`src/rtl/pwm_aq_pkg.sv`:
```
package pwm_aq_pkg;
  localparam int NUM_CH = 2;
  localparam int ACT_W = 12;
  localparam int CODE_W = 2;
  localparam int FRC_W = NUM_CH * CODE_W;

  // event field LSBs inside an action word
  localparam int ZERO_LSB = 0;
  localparam int PRD_LSB = 2;
  localparam int CMPA_LSB = 4;
  localparam int CMPB_LSB = 8;

  typedef enum logic [1:0] {
    ACT_NONE = 2'b00,
    ACT_LOW = 2'b01,
    ACT_HIGH = 2'b10,
    ACT_TOGGLE = 2'b11
  } actCode_e;

  typedef enum logic [1:0] {
    FRC_OFF = 2'b00,
    FRC_LOW = 2'b01,
    FRC_HIGH = 2'b10,
    FRC_RSVD = 2'b11
  } frcCode_e;

  typedef enum logic [1:0] {
    RLD_ZERO = 2'b00,
    RLD_PRD = 2'b01,
    RLD_EITHER = 2'b10,
    RLD_NOW = 2'b11
  } reload_e;

  typedef struct packed {
    logic step;
    logic [NUM_CH-1:0][CODE_W-1:0] act;
    logic [NUM_CH-1:0][CODE_W-1:0] frc;
  } aqStrobe_t;
endpackage

```
`src/rtl/pwm_aq_ctrl.sv`:
```
module pwm_aq_ctrl
  import pwm_aq_pkg::*;
(
  input  logic clk,
  input  logic rst_n,
  input  logic tbClkEn,
  input  logic evZero,
  input  logic evPeriod,
  input  logic evCmpAUp,
  input  logic evCmpBUp,
  input  logic [NUM_CH-1:0][ACT_W-1:0] actWord,
  input  logic forceWr,
  input  logic [FRC_W-1:0] forceData,
  input  logic [1:0] reloadMode,
  output aqStrobe_t strobe
);
  logic [FRC_W-1:0] shadowFrc;
  logic [FRC_W-1:0] activeFrc;
  logic [FRC_W-1:0] effFrc;
  logic loadNow;

  // reload point decision
  always_comb begin
    unique case (reload_e'(reloadMode))
      RLD_ZERO:   loadNow = evZero;
      RLD_PRD:    loadNow = evPeriod;
      RLD_EITHER: loadNow = evZero | evPeriod;
      default:    loadNow = 1'b1;
    endcase
    loadNow = loadNow & tbClkEn;
  end

  assign effFrc = loadNow ? shadowFrc : activeFrc;

  always_ff @(posedge clk) begin
    if (!rst_n) begin
      shadowFrc <= '0;
      activeFrc <= '0;
    end else begin
      if (forceWr) shadowFrc <= forceData;
      if (loadNow) activeFrc <= shadowFrc;
    end
  end

  // event resolution: later assignments win, so they carry higher priority
  always_comb begin
    strobe.step = tbClkEn;
    for (int ch = 0; ch < NUM_CH; ch++) begin
      strobe.act[ch] = ACT_NONE;
      if (evZero && actWord[ch][ZERO_LSB +: CODE_W] != ACT_NONE)
        strobe.act[ch] = actWord[ch][ZERO_LSB +: CODE_W];
      if (evPeriod && actWord[ch][PRD_LSB +: CODE_W] != ACT_NONE)
        strobe.act[ch] = actWord[ch][PRD_LSB +: CODE_W];
      if (evCmpAUp && actWord[ch][CMPA_LSB +: CODE_W] != ACT_NONE)
        strobe.act[ch] = actWord[ch][CMPA_LSB +: CODE_W];
      if (evCmpBUp && actWord[ch][CMPB_LSB +: CODE_W] != ACT_NONE)
        strobe.act[ch] = actWord[ch][CMPB_LSB +: CODE_W];
      strobe.frc[ch] = effFrc[ch*CODE_W +: CODE_W];
    end
  end


  shadow_capture_chk: assert property (@(posedge clk) disable iff (!rst_n)
    forceWr |=> shadowFrc == $past(forceData));


  active_hold_chk: assert property (@(posedge clk) disable iff (!rst_n)
    !tbClkEn |=> $stable(activeFrc));
endmodule

```
`src/rtl/pwm_aq_dp.sv`:
```
module pwm_aq_dp
  import pwm_aq_pkg::*;
(
  input  logic clk,
  input  logic rst_n,
  input  aqStrobe_t strobe,
  output logic [NUM_CH-1:0] pwmOut
);
  for (genvar ch = 0; ch < NUM_CH; ch++) begin : g_ch
    logic lvl;

    always_ff @(posedge clk) begin
      if (!rst_n) begin
        lvl <= 1'b0;
      end else if (strobe.step) begin
        if (strobe.frc[ch] == FRC_LOW) lvl <= 1'b0;
        else if (strobe.frc[ch] == FRC_HIGH) lvl <= 1'b1;
        else begin
          unique case (actCode_e'(strobe.act[ch]))
            ACT_LOW:    lvl <= 1'b0;
            ACT_HIGH:   lvl <= 1'b1;
            ACT_TOGGLE: lvl <= ~lvl;
            default:    lvl <= lvl;
          endcase
        end
      end
    end

    assign pwmOut[ch] = lvl;


    idle_hold_chk: assert property (@(posedge clk) disable iff (!rst_n)
      !strobe.step |=> $stable(pwmOut[ch]));


    force_low_chk: assert property (@(posedge clk) disable iff (!rst_n)
      strobe.step && strobe.frc[ch] == FRC_LOW |=> !pwmOut[ch]);


    force_high_chk: assert property (@(posedge clk) disable iff (!rst_n)
      strobe.step && strobe.frc[ch] == FRC_HIGH |=> pwmOut[ch]);


    toggle_flip_chk: assert property (@(posedge clk) disable iff (!rst_n)
      strobe.step && strobe.act[ch] == ACT_TOGGLE &&
      (strobe.frc[ch] == FRC_OFF || strobe.frc[ch] == FRC_RSVD)
      |=> pwmOut[ch] != $past(pwmOut[ch]));
  end
endmodule

```
`src/rtl/pwm_action_qual.sv`:
```
module pwm_action_qual
  import pwm_aq_pkg::*;
(
  input  logic clk,
  input  logic rst_n,
  input  logic tbClkEn,
  input  logic evZero,
  input  logic evPeriod,
  input  logic evCmpAUp,
  input  logic evCmpBUp,
  input  logic [11:0] actCtrlA,
  input  logic [11:0] actCtrlB,
  input  logic forceWr,
  input  logic [3:0] forceData,
  input  logic [1:0] reloadMode,
  output logic pwmA,
  output logic pwmB
);
  logic [NUM_CH-1:0][ACT_W-1:0] actWord;
  logic [NUM_CH-1:0] pwmOut;
  aqStrobe_t strobe;

  assign actWord[0] = actCtrlA;
  assign actWord[1] = actCtrlB;

  pwm_aq_ctrl u_ctrl (
    .clk(clk), .rst_n(rst_n), .tbClkEn(tbClkEn),
    .evZero(evZero), .evPeriod(evPeriod),
    .evCmpAUp(evCmpAUp), .evCmpBUp(evCmpBUp),
    .actWord(actWord), .forceWr(forceWr), .forceData(forceData),
    .reloadMode(reloadMode), .strobe(strobe)
  );

  pwm_aq_dp u_dp (
    .clk(clk), .rst_n(rst_n), .strobe(strobe), .pwmOut(pwmOut)
  );

  assign pwmA = pwmOut[0];
  assign pwmB = pwmOut[1];


  reset_low_chk: assert property (@(posedge clk)
    !rst_n |=> !pwmA && !pwmB);
endmodule

```
`config.mk`:
```
export PLATFORM = sky130hd
export DESIGN_NAME = pwm_action_qual
export DESIGN_NICKNAME = d
export VERILOG_FILES = /design/src/rtl/pwm_aq_pkg.sv /design/src/rtl/pwm_aq_ctrl.sv /design/src/rtl/pwm_aq_dp.sv /design/src/rtl/pwm_action_qual.sv
export SDC_FILE = /design/constraint.sdc
export NUM_CORES = 1
export LEC_CHECK = 0
export BUFFER_PORTS_ARGS = -buffer_cell sky130_fd_sc_hd__buf_2
export CELL_PAD_IN_SITES_DETAIL_PLACEMENT = 1
export CELL_PAD_IN_SITES_GLOBAL_PLACEMENT = 2
export CORE_AREA = 5 5 62 64
export DETAILED_ROUTE_END_ITERATION = 8
export DIE_AREA = 0 0 67 69
export GPL_ROUTABILITY_DRIVEN = 0
export PLACE_DENSITY_LB_ADDON = 0.1
export SYNTH_ARGS = -nofsm -noshare
export SYNTH_HDL_FRONTEND = slang
export SYNTH_SLANG_ARGS = --single-unit
```
`constraint.sdc`:
```
create_clock -name clk -period 2.1 [get_ports clk]
set_clock_uncertainty 0.2 [all_clocks]
set_input_delay 0.21 -clock clk [delete_from_list [all_inputs] [get_ports clk]]
set_output_delay 0.21 -clock clk [all_outputs]
set_load 0.01 [all_outputs]
```
==> impl_metrics.toml, run 1 <==
[global_route]
met2_usage = 0.1681
grt_pass1_wl_um = 3491
grt_util_met3 = 0.03571
grt_pass1_vias = 815
grt_use_total = 0.09655
antenna_found_initial = 0
gr-usage-met1 = 0.1098
grt_max_degree = 11
grt.busiest_layer = "met2"
gr-total-overflow = 0

[clocking]
post_cts_buffers = 0
cts_resized = 0
clkTransAtPathRegs_ps = 70
clockBufferDepth = 2
h-tree-depth = 1
numCtsBuffers = 3
clock_latency_ps = 260
cts.sinks = 10
cts_tree = "built"
cts_hold_buf = 2
ctsRootBufferMaster = "clkbuf_4"

[power_and_ir_drop]
power_density_mw_per_mm2 = 541.7
p_leak_nw = 0.4543
irDropWorstVdd_v = 0.0002547

[sta]
rsz0062_at_grt = "false"
finalCritPeriodShare = 0.8979
relSlewSlack = 0.7986
hold_viol_final = 0
tns_ps = 0
clock.fmax_mhz = 530.4
period_needed_ps = 1886
slew_viol_final = 0
worst_pin_slew_ps = 297.3
setup_viol = 0

[hold_path]
hold_class = "input port to flip-flop"

[logic_synthesis]
yosysTopAreaCellShare = 0.2778
synth_area_um2 = 720.7
yosys_warnings = 0
synthArstFlopShare = 0
synth.area.top_cells = "dfxtp_1, mux2i_1, nor2b_1"
syn_nets = 122
ys_ff_latch = 10
synth_xor_area_frac = 0
synth-simple-area-share = 0.2153
yosysTopAreaCell = "dfxtp_1"
synth_mux_area_frac = 0.1458
synthCells = 82
synth_edf_count = 0
synth_top_family_by_area = "compound AO/OA/AOI/OAI gates"
ys_types = 32
synth_compound_area_frac = 0.2691
synth_fa_ha_area_frac = 0.03472
synthFlopType = "dfxtp_1"
avgSynthCellArea_um2 = 8.789
yosysSeqAreaShare = 0.2778

[routing]
drc_errors = 0
wire_per_inst_um = 12.54
drt-initial-drc-count = 21
drtAntennaViolNets = 0
dr.pass1.iters = 3
vias = 747
vias_per_cell = 4.500
routed_wirelength_um = 2081

[finish]
final_cell_area_um2 = 997.2
layout_commonest_cell = "buf_2"
stdcell_count = 166
n_antenna_cell = 0
fin_util = 0.3086
nets = 161
mostFrequentLayoutCells = "buf_2, nor2b_1, dfxtp_1"
drive_gt1_frac = 0.3667
area_delta_synth_final_pct = 38.37

[critical_path]
cp_data_required_time_ps = 2050
start_kind = "input port"
r2r_cells = 3
path_common_cell = "a21oi_1"
timing.rr.start = "u_dp.g_ch[0].lvl$_SDFFE_PN0P_"
cp_max_fo = 5
r2r_slack_ps = 780
crit_arrival_ps = 1840
crit_path_max_incr_delay_ps = 260
slowest_stage = "ha_1"
path_class = "input port to flip-flop"
crit_chain = "buf_2, nand2_1, a32o_1, a21oi_1, a21oi_1, a21oi_1, ha_1, a21oi_1, o22ai_1, a311oi_1, a211oi_1"
cp-end-kind = "flip-flop"
crit_path_start = "evPeriod"
rr_endpoint = "u_dp.g_ch[0].lvl$_SDFFE_PN0P_"
worstSetupEndpoint = "u_dp.g_ch[1].lvl$_SDFFE_PN0P_"

[die]
io_pins = 40
die_area_mm2 = 0.004623
dieWidth_um = 67
coreArea_mm2 = 0.003232
rows = 21
initial_core_util = 0.2230
die_h_um = 69

[status]
status = "finished clean"

[placed_design]
port_buffers = 31
placed_area_um2 = 940.9
detailed_place_hpwl_um = 1756
dp.cells = 160

[run]
drv_cap = 0
==> per-stage QoR <==
step,power (mW),hold slack (ps),setup slack (ps)
final,0.5402,13.24,214.5
after global routing,0.5873,22.39,45.74
after CTS,0.5537,9.715,197.4
after detailed placement,0.3745,281.9,-100.3
after global placement,0.3691,269.0,-88.00
after floorplan,0.3097,103.6,110.3
==> worst min-delay path by stage <==
stage,slack (ps),start,endpoint,cells after the start
floorplan,100,tbClkEn,u_dp.g_ch[1].lvl$_SDFFE_PN0P_,1
global placement,270,forceData[3],u_ctrl.shadowFrc[3]$_SDFFE_PN0P_,3
detailed placement,280,forceData[2],u_ctrl.shadowFrc[2]$_SDFFE_PN0P_,3
CTS,10,forceData[0],u_ctrl.shadowFrc[0]$_SDFFE_PN0P_,3
global route,20,forceData[0],u_ctrl.shadowFrc[0]$_SDFFE_PN0P_,3
finish,10,forceData[0],u_ctrl.shadowFrc[0]$_SDFFE_PN0P_,3
==> layout make-up <==
cell class | count | area [µm²]
fillers | 418 | 2235
multi-input cells | 65 | 479.2
repair buffers | 38 | 212.7
flip-flops and latches | 10 | 200.2
well taps | 46 | 57.56
clock buffers | 4 | 36.28
inverters | 3 | 11.26
==> kinds of logic after synthesis <==
family | count (synthesis)
compound gates | 26
fa+ha+maj | 2
buf+inv | 7
flops | 10
mux | 10
simple gates | 27
==> registers in the layout, indices dropped and copies added, names as in the netlist <==
name              count
u_dp.g_ch.lvl         2
u_ctrl.shadowFrc      4
u_ctrl.activeFrc      4
==> cells in the mapped netlist (2+ instances only) <==
library cell and instances:
a32oi_1 2, nand3_1 2, ha_1 2, clkbuf_1 2, nor2b_1 11, o21ai_0 3, dfxtp_1 10, a32o_1 2
a21oi_1 5, mux2i_1 9, nand2_1 6, nand2b_1 3, and2_1 2, nand3b_1 2, inv_1 3, buf_6 2
==> critical path, delay by kind of cell <==
family | cells | cell delay (ps)
AND/OR/NAND/NOR | 1 | 50
adder cells (fa/ha/maj) | 1 | 260
AO/OA/AOI/OAI | 8 | 1180
buffers and inverters | 1 | 120
==> power by group <==
group | internal (mW) | total, mW | switching (mW)
Sequential | 0.202 | 0.215 | 0.0130
Clock | 0.105 | 0.170 | 0.0652
Combinational | 0.0851 | 0.154 | 0.0694
==> metal layers <==
metal,part of all wire,vias up
met4,0.0048,0
li1,-,378
met2,0.51,13
met3,0.054,2
met5,0,-
met1,0.44,354
Note: power is estimated with default switching activity, not from simulation.
==> run 2, diff against run 1 <==
==> constraint.sdc (replaced) <==
create_clock -name clk -period 1.8 [get_ports clk]
set_clock_uncertainty 0.2 [all_clocks]
set_input_delay 0.18 -clock clk [delete_from_list [all_inputs] [get_ports clk]]
set_output_delay 0.18 -clock clk [all_outputs]
set_load 0.01 [all_outputs]
==> run 2 against run 1 <==
Clock-buffer cell count shrank 1. Critical path depth fell by 4. Global-route usage decreased by 0.30 points. First-iteration DRC count fell by 33%. Sequential power up 17%. Setup slack got worse by 140 ps. Register-to-register slack worse by 270 ps. Via count down 1.9%. Clock power down 14%. Largest cell class unchanged. Largest power group unchanged. Highest routed layer unchanged.
==> impl_metrics.toml, run 2 (synthesis results as in run 1) <==
[status]
status = "finished clean"

[hold_path]
hold_class = "input port to flip-flop"

[routing]
drtAntennaViolNets = 0
vias_per_cell = 4.312
wire_per_inst_um = 11.44
dr.pass1.iters = 4
routed_wirelength_um = 1944
drc_errors = 0
drt-initial-drc-count = 14
vias = 733

[finish]
drive_gt1_frac = 0.3952
area_delta_synth_final_pct = 44.79
layout_commonest_cell = "buf_2"
final_cell_area_mm2 = 0.001044
mostFrequentLayoutCells = "buf_2, nor2b_1, dfxtp_1"
fin_util = 0.3229
n_antenna_cell = 0
stdcell_count = 170
top_regs = "u_ctrl.activeFrc x4, u_ctrl.shadowFrc x4, u_dp.g_ch.lvl x2"
nets = 166

[clocking]
cts_tree = "built"
clock_latency_ps = 250
ctsRootBufferMaster = "clkbuf_4"
numCtsBuffers = 3
clockBufferDepth = 2
post_cts_buffers = 0
clkTransAtPathRegs_ps = 60
cts.sinks = 10
h-tree-depth = 1

[power_and_ir_drop]
power_uw = 589.5
power_frac_clock = 0.248
irDropWorstVdd_v = 0.0002756
p_sw_uw = 166.4
p_int_uw = 423.1
p_leak_nw = 0.4717
combinationalPowerShare = 0.326
seqPwrFrac = 0.426
power_density_mw_per_mm2 = 564.9
swShare = 0.2822

[placed_design]
dp.cells = 162
placed_area_um2 = 958.4
place_ws_ps = -172.3
detailed_place_hpwl_um = 1613
port_buffers = 31

[critical_path]
crit_path_max_incr_delay_ps = 530
crit_arrival_ps = 1710
cp-end-kind = "flip-flop"
crit_buf_inv = 3
cp_data_required_time_ps = 1790
start_kind = "input port"
crit_chain = "dlygate4sd3_1, buf_2, o31a_2, o21ai_2, buf_4, o311a_1, o22ai_2"
crit_family = "buffers and inverters"
slowest_stage = "dlygate4sd3_1"
r2r_slack_ps = 510
path_class = "input port to flip-flop"
cp_max_fo = 6

[sta]
holdWs_ps = 61.68
setup_viol = 0
setup_slack_ps = 78.66
clock.fmax_mhz = 580.9
worst_pin_slew_ps = 285.7
period_needed_ps = 1721
rsz0062_at_grt = "false"
tns_ps = 0
slew_viol_final = 0
relSlewSlack = 0.8065
finalCritPeriodShare = 0.9563
hold_viol_final = 0

[die]
coreArea_mm2 = 0.003232
rows = 21
die_area_mm2 = 0.004623
dieWidth_um = 67
io_pins = 40
initial_core_util = 0.2230
die_h_um = 69

[global_route]
grt_pass1_vias = 790
antenna_found_initial = 0
gr-total-overflow = 0
grt_use_total = 0.09351
grt_max_degree = 11
grt_pass1_wl_um = 3415

[run]
drv_cap = 0
==> run 2: final timing paths <==
kind / cells past startpoint / from / endpoint
worst max-delay path: 7 / tbClkEn / u_dp.g_ch[0].lvl$_SDFFE_PN0P_
worst min-delay path: 2 / rst_n / u_ctrl.shadowFrc[3]$_SDFFE_PN0P_
worst max register to register: 3 / u_dp.g_ch[0].lvl$_SDFFE_PN0P_ / u_dp.g_ch[0].lvl$_SDFFE_PN0P_
worst min register to register: 2 / u_ctrl.activeFrc[0]$_SDFF_PN0_ / u_ctrl.activeFrc[0]$_SDFF_PN0_
==> run 2: worst register-to-register path, stage by stage, from the launching register on <==
cell and delay, ps:
dfxtp_1 410, a21boi_0 120, o311ai_1 320, o22ai_2 120
==> run 2: layout make-up <==
| cell class | count | area [µm²] |
|---|---|---|
| fillers | 396 | 2188 |
| multi-input cells | 65 | 491.7 |
| repair buffers | 43 | 260.3 |
| flip-flops and latches | 10 | 200.2 |
| well taps | 46 | 57.56 |
| clock buffers | 3 | 22.52 |
| inverters | 3 | 11.26 |
==> run 2: metal layers <==
metal | wire length (µm) | track usage
met5 | 0 | 0
met4 | 12 | 0.02027
met3 | 78 | 0.03734
met2 | 969 | 0.1539
met1 | 884 | 0.1123
==> run 2: timing repair <==
action | 4_1_cts | 5_1_grt
hold buffers | 5 | 0
hold endpoints to repair | 5 | 0
gates resized for setup | 0 | 4
endpoints found under the setup margin | 0 | 1
==> run 2: power by group through the flow <==
stage | Sequential, mW | Clock [mW] | Combinational (mW)
2_1_floorplan | 0.255 | 0 | 0.108
3_3_place_gp | 0.255 | 0 | 0.179
3_5_place_dp | 0.256 | 0 | 0.181
4_1_cts | 0.251 | 0.157 | 0.190
5_1_grt | 0.254 | 0.170 | 0.217
6_report | 0.251 | 0.146 | 0.192
==> run 3, diff against run 2 <==
--- a/config.mk
+++ b/config.mk
@@ -13,6 +13,7 @@
 export DIE_AREA = 0 0 67 69
 export GPL_ROUTABILITY_DRIVEN = 0
 export PLACE_DENSITY_LB_ADDON = 0.1
+export RECOVER_POWER = 50
 export SYNTH_ARGS = -nofsm -noshare
 export SYNTH_HDL_FRONTEND = slang
 export SYNTH_SLANG_ARGS = --single-unit
==> run 3 against run 2 <==
Clock power about the same. Setup slack barely moved. Highest routed layer unchanged. Core utilization shrank 0.077 points. Largest power group unchanged.
==> impl_metrics.toml, run 3 (synthesis results as in run 1) <==
[sta]
setup_viol = 0
relSlewSlack = 0.8065
period_needed_ps = 1721
clock.fmax_mhz = 580.9
holdWs_ps = 61.68
worst_pin_slew_ps = 285.7
finalCritPeriodShare = 0.9563
slew_viol_final = 0
hold_viol_final = 0
rsz0062_at_grt = "false"

[critical_path]
crit_path_max_incr_delay_ps = 530
rr_endpoint = "u_dp.g_ch[0].lvl$_SDFFE_PN0P_"
worstSetupEndpoint = "u_dp.g_ch[0].lvl$_SDFFE_PN0P_"
crit_buf_inv = 3
timing.rr.start = "u_dp.g_ch[0].lvl$_SDFFE_PN0P_"
crit_path_start = "tbClkEn"
slowest_stage = "dlygate4sd3_1"
path_depth = 7
crit_arrival_ps = 1710
cp-end-kind = "flip-flop"
r2r_slack_ps = 500
cp_data_required_time_ps = 1790
cp_max_fo = 6
crit_family = "buffers and inverters"
crit_chain = "dlygate4sd3_1, buf_2, o31a_2, o21ai_2, buf_4, o311a_1, o22ai_2"
path_class = "input port to flip-flop"
start_kind = "input port"
r2r_cells = 3

[die]
initial_core_util = 0.2230
rows = 21
die_area_mm2 = 0.004623
dieWidth_um = 67
die_h_um = 69
io_pins = 40
coreArea_mm2 = 0.003232

[finish]
n_antenna_cell = 0
final_cell_area_mm2 = 0.001041
top_regs = "u_ctrl.activeFrc x4, u_ctrl.shadowFrc x4, u_dp.g_ch.lvl x2"
mostFrequentLayoutCells = "buf_2, nor2b_1, dfxtp_1"
nets = 166
layout_commonest_cell = "buf_2"
fill_cells = 396
drive_gt1_frac = 0.3790
area_delta_synth_final_pct = 44.44

[routing]
drc_errors = 0
vias_per_cell = 4.312
dr.pass1.iters = 4
vias = 733
routed_wirelength_um = 1944
drtAntennaViolNets = 0
wire_per_inst_um = 11.44
drt-initial-drc-count = 14

[global_route]
grt_pass1_wl_um = 3415
grt_use_total = 0.09351
grt_max_degree = 11
antenna_found_initial = 0
gr-total-overflow = 0
grt_pass1_vias = 790

[clocking]
clock_latency_ps = 250
clockBufferDepth = 2
cts.sinks = 10
numCtsBuffers = 3
cts_tree = "built"
ctsRootBufferMaster = "clkbuf_4"
clkTransAtPathRegs_ps = 60
h-tree-depth = 1

[power_and_ir_drop]
power_uw = 588.1
power_density_mw_per_mm2 = 564.9
p_leak_nw = 0.4644
irDropWorstVdd_v = 0.0002755

[status]
status = "finished clean"

[placed_design]
placed_area_um2 = 958.4
port_buffers = 31
detailed_place_hpwl_um = 1613

[run]
drv_cap = 0

[hold_path]
hold_class = "input port to flip-flop"
-- run 3: cell count changes in the layout (fill, tap and decap cells not counted) --
cell      before  now
clkbuf_1       0    2
buf_2         30   28
-- run 3: timing repair --
item / in CTS / in global routing
gates resized for setup: 0 / 4
endpoints found under the setup margin: 0 / 1
setup buffers: 0 / 0
hold buffers: 5 / 0
endpoints found under the hold margin: 5 / 0
-- run 3: stage by stage --
stage          TNS [ps]    util  setup WS (ps)  cells
2_1_floorplan   -0.9641       -        -0.9641     82
3_3_place_gp     -162.6  0.2966         -162.6    162
3_5_place_dp     -172.3  0.2966         -172.3    162
4_1_cts               0  0.3190          67.07    170
5_1_grt               0  0.3221          1.596    170
6_report              0  0.3221          78.57    170
-- run 3: worst reg2reg max path: stages (launching register included) --
cell and delay (ps):
dfxtp_1 410, a21boi_0 120, o311ai_1 320, o22ai_2 120
-- run 3: area by class of cell --
type	instances	area [µm²]	area share
Inverter	3	11.26	0.01082
Multi-Input combinational cell	65	491.7	0.4724
Clock buffer	3	22.52	0.02163
Tap cell	46	57.56	0.05529
Timing Repair Buffer	43	257.7	0.2476
Sequential cell	10	200.2	0.1923
-- run 3: how the worst min path moves through the flow --
stage	to	depth (start not counted)	startpoint
floorplan	u_dp.g_ch[1].lvl$_SDFFE_PN0P_	1	tbClkEn
global placement	u_ctrl.shadowFrc[2]$_SDFFE_PN0P_	3	forceData[2]
detailed placement	u_ctrl.shadowFrc[2]$_SDFFE_PN0P_	3	forceData[2]
CTS	u_ctrl.shadowFrc[2]$_SDFFE_PN0P_	2	rst_n
global route	u_ctrl.shadowFrc[3]$_SDFFE_PN0P_	2	rst_n
finish	u_ctrl.shadowFrc[3]$_SDFFE_PN0P_	2	rst_n
-- run 3: power by group --
part / switching (mW) / internal (mW)
clock: 0.0693 / 0.0769
sequential: 0.0149 / 0.236
combinational: 0.0823 / 0.109
total: 0.167 / 0.422
-- run 3: per-layer routing --
metal  global-route usage  up-vias  part of all wire
met1               0.1123      332              0.46
met5                    0        -                 0
li1                     -      387                 -
met4              0.02027        0            0.0062
met3              0.03734        2             0.040
met2               0.1539       12              0.50
